`src/rtl/tbe_pkg.sv`:
```
package tbe_pkg;
  typedef enum logic [2:0] {
    PH_IDLE,
    PH_PRE,
    PH_SOFZ,
    PH_SOFO,
    PH_CHAR,
    PH_EOFZ,
    PH_EOFO
  } tbe_phase_e;

  localparam int CHAR_BITS = 10;
endpackage

```
`src/rtl/tbe_seq.sv`:
```
module tbe_seq
  import tbe_pkg::*;
#(
  parameter int PRE_LEN  = 20,
  parameter int ZERO_LEN = 10,
  parameter int ONE_LEN  = 2,
  parameter int CNT_W    = 8,
  parameter int SEG_W    = 5
) (
  input  logic             clk,
  input  logic             rst_n,
  input  logic             start,
  input  logic [CNT_W-1:0] nbytes,
  input  logic             xfer,
  output tbe_phase_e       phase,
  output logic [SEG_W-1:0] seg_cnt,
  output logic [CNT_W-1:0] byte_idx,
  output logic [CNT_W-1:0] nbytes_q,
  output logic             frame_last
);
  logic [SEG_W-1:0] seg_len;
  logic             seg_end;
  logic             last_byte;
  tbe_phase_e       nxt_phase;

  always_comb begin
    case (phase)
      PH_PRE:           seg_len = SEG_W'(PRE_LEN);
      PH_SOFZ, PH_EOFZ: seg_len = SEG_W'(ZERO_LEN);
      PH_SOFO, PH_EOFO: seg_len = SEG_W'(ONE_LEN);
      PH_CHAR:          seg_len = SEG_W'(CHAR_BITS);
      default:          seg_len = SEG_W'(1);
    endcase
  end

  assign seg_end    = (seg_cnt == seg_len - 1'b1);
  assign last_byte  = ({1'b0, byte_idx} + 1'b1) == {1'b0, nbytes_q};
  assign frame_last = (phase == PH_EOFO) && seg_end;

  always_comb begin
    case (phase)
      PH_PRE:  nxt_phase = PH_SOFZ;
      PH_SOFZ: nxt_phase = PH_SOFO;
      PH_SOFO: nxt_phase = (nbytes_q == '0) ? PH_EOFZ : PH_CHAR;
      PH_CHAR: nxt_phase = last_byte ? PH_EOFZ : PH_CHAR;
      PH_EOFZ: nxt_phase = PH_EOFO;
      default: nxt_phase = PH_IDLE;
    endcase
  end

  always_ff @(posedge clk) begin
    if (!rst_n) begin
      phase    <= PH_IDLE;
      seg_cnt  <= '0;
      byte_idx <= '0;
      nbytes_q <= '0;
    end else if (phase == PH_IDLE) begin
      if (start) begin
        phase    <= PH_PRE;
        seg_cnt  <= '0;
        byte_idx <= '0;
        nbytes_q <= nbytes;
      end
    end else if (xfer) begin
      if (!seg_end) begin
        seg_cnt <= seg_cnt + 1'b1;
      end else begin
        seg_cnt <= '0;
        phase   <= nxt_phase;
        if (phase == PH_CHAR && !last_byte) byte_idx <= byte_idx + 1'b1;
      end
    end
  end

  // the byte index never runs past the latched count
  assert_addr_range_R11: assert property (@(posedge clk) disable iff (!rst_n)
    (phase == PH_CHAR) |-> (byte_idx < nbytes_q));

  // the latched count cannot change while a frame is running
  assert_count_locked_R9: assert property (@(posedge clk) disable iff (!rst_n)
    (phase != PH_IDLE) |=> $stable(nbytes_q));
endmodule

```
`src/rtl/tbe_char.sv`:
```
module tbe_char #(
  parameter int DATA_W = 8
) (
  input  logic              clk,
  input  logic              rst_n,
  input  logic              load,
  input  logic              shift,
  input  logic [DATA_W-1:0] din,
  output logic              lsb
);
  logic [DATA_W-1:0] shreg;

  always_ff @(posedge clk) begin
    if (!rst_n)     shreg <= '0;
    else if (load)  shreg <= din;
    else if (shift) shreg <= {1'b0, shreg[DATA_W-1:1]};
  end

  assign lsb = shreg[0];

  // a character is loaded at its start bit, never while data bits shift
  assert_load_excl_R4: assert property (@(posedge clk) disable iff (!rst_n)
    !(load && shift));
endmodule

```
`src/rtl/tbe_lenctr.sv`:
```
module tbe_lenctr #(
  parameter int LEN_W = 13
) (
  input  logic             clk,
  input  logic             rst_n,
  input  logic             clear,
  input  logic             inc,
  input  logic             fin,
  output logic [LEN_W-1:0] enc_len,
  output logic             done
);
  logic [LEN_W-1:0] count;

  always_ff @(posedge clk) begin
    if (!rst_n) begin
      count   <= '0;
      enc_len <= '0;
      done    <= 1'b0;
    end else begin
      done <= 1'b0;
      if (clear) begin
        count <= '0;
      end else if (inc) begin
        count <= count + 1'b1;
        if (fin) begin
          enc_len <= count + 1'b1;
          done    <= 1'b1;
        end
      end
    end
  end

  // done never lasts two cycles
  assert_done_single_R7: assert property (@(posedge clk) disable iff (!rst_n)
    done |=> !done);
endmodule

```
`src/rtl/tbe_frame_enc.sv`:
```
module tbe_frame_enc
  import tbe_pkg::*;
#(
  parameter int PRE_LEN  = 20,
  parameter int ZERO_LEN = 10,
  parameter int ONE_LEN  = 2,
  parameter int CNT_W    = 8,
  parameter int DATA_W   = 8
) (
  input  logic              clk,
  input  logic              rst_n,
  input  logic              start,
  input  logic [CNT_W-1:0]  byte_count,
  output logic [CNT_W-1:0]  rd_addr,
  input  logic [DATA_W-1:0] rd_data,
  output logic              bit_out,
  output logic              bit_vld,
  input  logic              bit_rdy,
  output logic              done,
  output logic [CNT_W+4:0]  enc_len
);
  localparam int FIXED_LEN = PRE_LEN + 2 * (ZERO_LEN + ONE_LEN);
  localparam int SEG_MAX   = (PRE_LEN > ZERO_LEN) ?
                             ((PRE_LEN > CHAR_BITS) ? PRE_LEN : CHAR_BITS) :
                             ((ZERO_LEN > CHAR_BITS) ? ZERO_LEN : CHAR_BITS);
  localparam int SEG_W     = $clog2(SEG_MAX + 1);
  localparam int LEN_W     = CNT_W + 5;

  tbe_phase_e       phase;
  logic [SEG_W-1:0] seg_cnt;
  logic [CNT_W-1:0] byte_idx;
  logic [CNT_W-1:0] nbytes_q;
  logic             frame_last;
  logic             xfer;
  logic             accept;
  logic             in_char;
  logic             char_load;
  logic             char_shift;
  logic             data_lsb;

  assign bit_vld    = (phase != PH_IDLE);
  assign xfer       = bit_vld && bit_rdy;
  assign accept     = start && (phase == PH_IDLE);
  assign in_char    = (phase == PH_CHAR);
  assign char_load  = xfer && in_char && (seg_cnt == '0);
  assign char_shift = xfer && in_char && (seg_cnt != '0) &&
                      (seg_cnt != SEG_W'(CHAR_BITS - 1));
  assign rd_addr    = byte_idx;

  tbe_seq #(
    .PRE_LEN(PRE_LEN), .ZERO_LEN(ZERO_LEN), .ONE_LEN(ONE_LEN),
    .CNT_W(CNT_W), .SEG_W(SEG_W)
  ) u_seq (
    .clk(clk), .rst_n(rst_n), .start(start), .nbytes(byte_count),
    .xfer(xfer), .phase(phase), .seg_cnt(seg_cnt), .byte_idx(byte_idx),
    .nbytes_q(nbytes_q), .frame_last(frame_last)
  );

  tbe_char #(.DATA_W(DATA_W)) u_char (
    .clk(clk), .rst_n(rst_n), .load(char_load), .shift(char_shift),
    .din(rd_data), .lsb(data_lsb)
  );

  tbe_lenctr #(.LEN_W(LEN_W)) u_len (
    .clk(clk), .rst_n(rst_n), .clear(accept), .inc(xfer),
    .fin(frame_last), .enc_len(enc_len), .done(done)
  );

  always_comb begin
    case (phase)
      PH_PRE, PH_SOFO, PH_EOFO: bit_out = 1'b1;
      PH_CHAR: begin
        if (seg_cnt == '0)                          bit_out = 1'b0;
        else if (seg_cnt == SEG_W'(CHAR_BITS - 1))  bit_out = 1'b1;
        else                                        bit_out = data_lsb;
      end
      default: bit_out = 1'b0;
    endcase
  end

  assert_hold_R10: assert property (@(posedge clk) disable iff (!rst_n)
    (bit_vld && !bit_rdy) |=> (bit_vld && $stable(bit_out)));

  assert_done_idle_R7: assert property (@(posedge clk) disable iff (!rst_n)
    done |-> !bit_vld);

  assert_len_match_R8: assert property (@(posedge clk) disable iff (!rst_n)
    done |-> (enc_len == LEN_W'(FIXED_LEN) + LEN_W'(CHAR_BITS) * LEN_W'(nbytes_q)));

  assert_pre_first_R2: assert property (@(posedge clk) disable iff (!rst_n)
    $rose(bit_vld) |-> bit_out);
endmodule

```
`config.mk`:
```
export PLATFORM = sky130hd
export DESIGN_NAME = tbe_frame_enc
export DESIGN_NICKNAME = d
export VERILOG_FILES = /design/src/rtl/tbe_pkg.sv /design/src/rtl/tbe_seq.sv /design/src/rtl/tbe_char.sv /design/src/rtl/tbe_lenctr.sv /design/src/rtl/tbe_frame_enc.sv
export SDC_FILE = /design/constraint.sdc
export NUM_CORES = 1
export LEC_CHECK = 0
export ABC_CLOCK_PERIOD_IN_PS = 2320
export BUFFER_PORTS_ARGS = -buffer_cell sky130_fd_sc_hd__buf_4
export CAP_MARGIN = 20
export CORE_ASPECT_RATIO = 2
export CORE_MARGIN = 1
export CORE_UTILIZATION = 57
export DETAILED_ROUTE_END_ITERATION = 10
export PLACE_DENSITY = 0.79
export SYNTH_ARGS = -nofsm -noshare
export SYNTH_HDL_FRONTEND = slang
export SYNTH_SLANG_ARGS = --single-unit
```
`constraint.sdc`:
```
create_clock -name clk -period 2.32 [get_ports clk]
set_input_delay 0.232 -clock clk [delete_from_list [all_inputs] [get_ports clk]]
set_output_delay 0.232 -clock clk [all_outputs]
set_load 0.05 [all_outputs]
```
Word level (Yosys, flattened, before mapping)
Index checks and enable logic that the tools add are counted.
{"block": "word_totals", "latchBits": 0, "mem_bits_ro": 0, "ram_bits": 0, "wordCells": 78, "regBits": 59, "output_inout_bits": 24, "memories": 0}
{"block": "classes", "addsub": 5, "n_reduce_logical": 28, "muxes": 23, "n_div": 0, "n_shift": 0, "n_eq_ne": 11, "n_mul": 0, "order_cmp": 0, "n_bitwise": 3}
{"cell": "two-way mux 8 bit", "n": 7}
{"cell": "two-way mux 5 bit", "n": 4}
{"cell": "one-hot mux 3 bit (5 select lines)", "n": 1}
{"cell": "one-hot mux 5 bit (3 select lines)", "n": 1}
{"cell": "adder 13 x 1 -> 13 bit (second input constant)", "n": 1}
{"cell": "two-way mux 3 bit", "n": 4}
{"cell": "adder 8 x 1 -> 9 bit (second input constant)", "n": 1}
{"cell": "equality test 3 bit (second input constant)", "n": 3}
{"cell": "equality test 9 x 8 -> 1 bit", "n": 1}
{"cell": "OR reduction 3 bit", "n": 3}
{"cell": "adder 8 x 1 -> 8 bit (second input constant)", "n": 1}
{"cell": "logical AND 1 bit", "n": 8}
{"cell": "logical NOT 8 bit", "n": 1}
{"cell": "nonzero test 2 bit", "n": 4}
{"cell": "equality test 3 x 2 -> 1 bit (second input constant)", "n": 2}
{"cell": "AND reduction 3 bit", "n": 2}
{"cell": "adder 5 x 1 -> 5 bit (second input constant)", "n": 1}
{"cell": "equality test 5 x 4 -> 1 bit (second input constant)", "n": 1}
{"cell": "equality test 5 bit", "n": 1}
{"cell": "logical NOT 5 bit", "n": 1}
{"cell": "two-way mux 1 bit", "n": 5}
{"cell": "inequality test 5 x 4 -> 1 bit (second input constant)", "n": 1}
{"cell": "nonzero test 5 bit", "n": 1}
{"cell": "subtractor 5 x 1 -> 5 bit (second input constant)", "n": 1}
{"cell": "other kinds (10)", "n": 14}

Logic depth before layout (Yosys ltp)
{"block": "depth", "word_depth": 8, "ltp_mapped": 9, "ltp_nobuf": 8}

By module
Synthesis repeated with hierarchy kept, for this count alone.
{"block": "unflattened", "cells_unflattened": 379, "area_unflattened_um2": 3249.4}
{"mod": "tbe_seq", "cells_per_inst": 193, "area_per_inst_um2": 1525.2, "seq_area_each_um2": 480.5, "instances": 1}
{"mod": "tbe_lenctr", "cells_per_inst": 134, "area_per_inst_um2": 1202.4, "seq_area_each_um2": 540.5, "instances": 1}
{"mod": "tbe_char", "cells_per_inst": 35, "area_per_inst_um2": 419.2, "seq_area_each_um2": 160.2, "instances": 1}
{"mod": "tbe_frame_enc", "cells_per_inst": 17, "area_per_inst_um2": 102.6, "seq_area_each_um2": 0.0, "instances": 1}

Worst setup path after synthesis
No wires, ideal clock.
{"block": "synth_path", "path_type": "reg-to-reg", "from": "register u_seq.byte_idx[0]", "to": "register u_seq.byte_idx[0]", "path_slack_ns": -0.203, "stages_incl_launch_ff": 9, "period_less_slack_ns": 2.523, "arrival_ns": 2.458, "path_cell_list": "dfxtp_1 ha_1 and3_1 nand3_1 xnor2_1 nor4_4 a21boi_4 mux2_1 nor2_1"}
{"block": "synth_between", "elab_chain_len": 6, "elab_cells_between_ends": 11}
{"element": "start, declared", "line_no": "tbe_seq.sv:17", "rtl": "output logic [CNT_W-1:0] byte_idx,"}
{"element": "start signal, assigned", "line_no": "tbe_seq.sv:70", "rtl": "if (phase == PH_CHAR && !last_byte) byte_idx <= byte_idx + 1'b1;"}
{"element": "adder 8 x 1 -> 9 bit", "line_no": "tbe_seq.sv:37", "rtl": "assign last_byte = ({1'b0, byte_idx} + 1'b1) == {1'b0, nbytes_q};"}
{"element": "equality test 9 x 8 -> 1 bit", "line_no": "tbe_seq.sv:37"}
{"element": "logical NOT 1 bit", "line_no": "tbe_seq.sv:70"}
{"element": "logical AND 1 bit", "line_no": "tbe_seq.sv:70"}
{"element": "nonzero test 2 bit (no line)"}
{"element": "AND reduction 4 bit (no line)"}
Parallel ways exist; a longest one is shown, timed or not. The select of a mux whose other input is x is not followed.
A chain may end at the register's enable or synchronous reset.

Worst setup path after layout
{"block": "layout_path", "from": "register u_seq.phase[1]", "to": "register u_seq.byte_idx[0]"}
{"block": "layout_between", "elab_chain_len": 7, "elab_cells_between_ends": 21}
{"element": "start, declared", "line_no": "tbe_seq.sv:15", "rtl": "output tbe_phase_e phase,"}
{"element": "start signal, assigned", "line_no": "tbe_seq.sv:69", "rtl": "phase <= nxt_phase;"}
{"element": "equality test 3 bit (tied with other cells)", "line_no": "tbe_seq.sv:27, tbe_seq.sv:70"}
{"element": "OR reduction 3 bit (no line) or OR reduction 2 bit (tied branches)"}
{"element": "one-hot mux 5 bit (3 select lines)", "line_no": "tbe_seq.sv:27", "rtl": "case (phase)"}
{"element": "subtractor 5 x 1 -> 5 bit", "line_no": "tbe_seq.sv:36", "rtl": "assign seg_end = (seg_cnt == seg_len - 1'b1);"}
{"element": "equality test 5 bit", "line_no": "tbe_seq.sv:36"}
{"element": "nonzero test 2 bit (no line)"}
{"element": "AND reduction 4 bit (no line)"}
Parallel ways exist; a longest one is shown, timed or not.

==> results.toml <==
[setup_path]
path_class = "register to register"
crit_required_ns = 2.61
worst_setup_path_start_kind = "register"
crit_arrival_ns = 2.52
crit_path_max_fanout = 13
timing.rr.start = "u_seq.phase[1]$_SDFFE_PN0P_"
cp-startpoint = "u_seq.phase[1]$_SDFFE_PN0P_"
r2r_slack_ns = 0.09
cp-end-kind = "register"

[floorplanning]
core_area_um2 = 5230
fp.dieH_um = 107
rows = 37
die_area_um2 = 5800
pin_count = 44
die_w_um = 54.4
initial_core_util_pct = 59.8

[route]
first_pass_iters = 4
drt_iter0_markers = 60
wl_met1_mm = 2.76
ant_nets = 0
route.met2.wl_mm = 4.06
drt_wl_total_mm = 7.47
drcViolationCount = 0
routedWlPerCell_um = 15.4
topRoutingLayerUsed = "met4"
wl_met3_um = 285
vias = 2795
avgViaCountPerCell = 5.77

[timing]
timing.fmax_mhz = 448
drv_slew = 0
worst_slew_pin_slew_ns = 0.776
fin_crit_ns = 2.23
worst_hold_slack_ns = 0.125
slew_headroom_pct = 48.1
finalCritPeriodShare_pct = 96.2
finalSetupTns_ns = 0
finalHoldViolCount = 0
setup_viol = 0
rsz0062_at_grt = "no"
skew_ns = 0.0102

[synth]
ys_async_sr_fraction_pct = 0
syn_area_per_cell_um2 = 8.38
yosysWarnings = 0
syn_nets = 398
ys_types = 57
synthFlopType = "dfxtp_1"
yosys-top-cells-area = "dfxtp_1, nor2_1, nand2_1"
yosysTopAreaCell = "dfxtp_1"
synth_cells = 373
synth_top_area_share_pct = 37.8
synth_edf_count = 0
ys_ff_latch = 59
yosysSeqAreaShare_pct = 37.8
syn-cell-area_um2 = 3130

[placed_design]
gp_congestion = 0.888
portBuffers = 43
dp_hpwl_mm = 5.38

[clocking]
cts_max_level = 3
clockBufferDepth = 2
clkTransAtPathRegs_ns = 0.07
clock_sinks = 59
hold_buffers = 0
clk_latency_ns = 0.35
postCtsResizedCells = 0
numCtsBuffers = 9
tritoncts = "yes"
clockRootBuffer = "clkbuf_8"
post_cts_buffers = 0

[cells_and_area]
n_antenna_cell = 0
final_util_pct = 71.8
drive_gt1_share_pct = 23.2
layout.nets = 446
area_growth_pct = 20.2

[flow_run]
cap_violations = 0

[power_and_ir_drop]
p_leak_nw = 1.48
powerDensity_nw_per_um2 = 634
worst_ir_drop_vdd_mv = 0.627

[global_routing]
grt_pass1_vias = 2691
grtUsageTotal_pct = 29.3
grt_max_degree = 26
grt_overflow = 0
grt_first_pass_wirelength_mm = 12.1
antenna_found_initial = 0

[worst_hold_path]
holdCritPathClass = "input port to register"
hold_start = "byte_count[7]"

[run_status]
outcome = "finished, final reports clean"
flip-flops by register name, indices dropped and copies added, names as in the netlist:
name,cells
u_seq.nbytes_q,8
u_seq.phase,3
u_seq.seg_cnt,5
u_len.done,1
u_len.enc_len,13
u_char.shreg,8
u_seq.byte_idx,8
u_len.count,13
area by class of cell:
type	instances	area, um^2
clock buffers	10	138
inverters	7	26.3
repair buffers	61	470
well taps	58	72.6
multi-input cells	283	1800
flip-flops and latches	59	1190
clock inverters	6	55.1
fillers	424	1470
placed cells by master, fill, tap and decap left out, types with 10 or more instances in the layout:
cell / n
mux2i_1: 13
xor2_1: 15
a21oi_1: 23
nand2_1: 41
o21ai_0: 14
clkbuf_8: 10
nand3_1: 19
dfxtp_1: 50
xnor2_1: 11
a211oi_1: 18
buf_4: 60
nor2_1: 49
kinds of logic (layout without fill, tap and decap cells):
family                     after synthesis  after routing  share of synthesized area (%)
and+or+nand+nor                        158            158                           25.3
AOI/OAI and AO/OA                       78             78                           17.5
DFF                                     59             59                           37.8
buffers and inverters                   31             84                           4.92
xor gates and xnor gates                27             27                           7.56
muxes                                   15             15                           4.88
adders and majority gates                5              5                           2.00
layer usage:
metal  GRT usage, %  up-vias
met5              0        -
met4           23.1        0
met3           9.79       26
met2           49.0       67
met1           26.9     1301
li1               -     1401
path summary, 6_finish.rpt:
path,endpoint,depth (start not counted)
worst max-delay path,u_seq.byte_idx[0]$_SDFFE_PN0P_,7
worst min-delay path,u_seq.nbytes_q[7]$_SDFFE_PN0P_,3
worst max register to register,u_seq.byte_idx[0]$_SDFFE_PN0P_,7
worst min register to register,u_seq.nbytes_q[7]$_SDFFE_PN0P_,2
synthesized netlist by cell type, types with 2 or more instances:
master,n
a41oi_1,2
a21oi_1,23
nor3_1,4
mux2i_1,13
nand2b_1,3
a311oi_1,2
xnor2_1,12
dfxtp_1,59
xor2_1,15
and2b_1,2
and3_1,3
o21ai_0,14
nand3b_1,2
and3b_1,2
a31oi_1,5
clkbuf_1,14
a211oi_1,18
nor2_1,49
and2_1,6
inv_1,6
ha_1,5
or3_1,5
buf_4,3
nand4_1,5
buf_6,3
nor3b_1,2
nor2b_1,4
nand2_1,41
buf_2,3
nand3_1,19
nor4_1,3
stage by stage:
step | cell area [um^2] | setup WS, ns | power [mW] | instances
after global placement | 3550 | 0.197 | 1.45 | 468
after CTS | 3740 | 0.0785 | 2.39 | 484
after global routing | 3760 | 0.0352 | 2.49 | 484
after floorplan | 3130 | 0.0203 | 1.33 | 373
after detailed placement | 3550 | 0.143 | 1.46 | 468
final | 3760 | 0.0886 | 2.38 | 484
power by group:
group | switching (mW) | leakage (nW) | internal (mW)
sequential | 0.0285 | 0.481 | 1.03
clock | 0.419 | 0.106 | 0.515
combinational | 0.222 | 0.894 | 0.164
total | 0.669 | 1.48 | 1.71
worst max-delay path, stage by stage, from the launching register on:
cell and delay (ns):
dfxtp_2 0.38, and2b_1 0.29, o211ai_1 0.17, a311oi_4 0.30
and3_4 0.27, a21boi_4 0.32, mux2_1 0.36, nor2_1 0.08
Note: power is estimated with default switching activity, not from simulation.
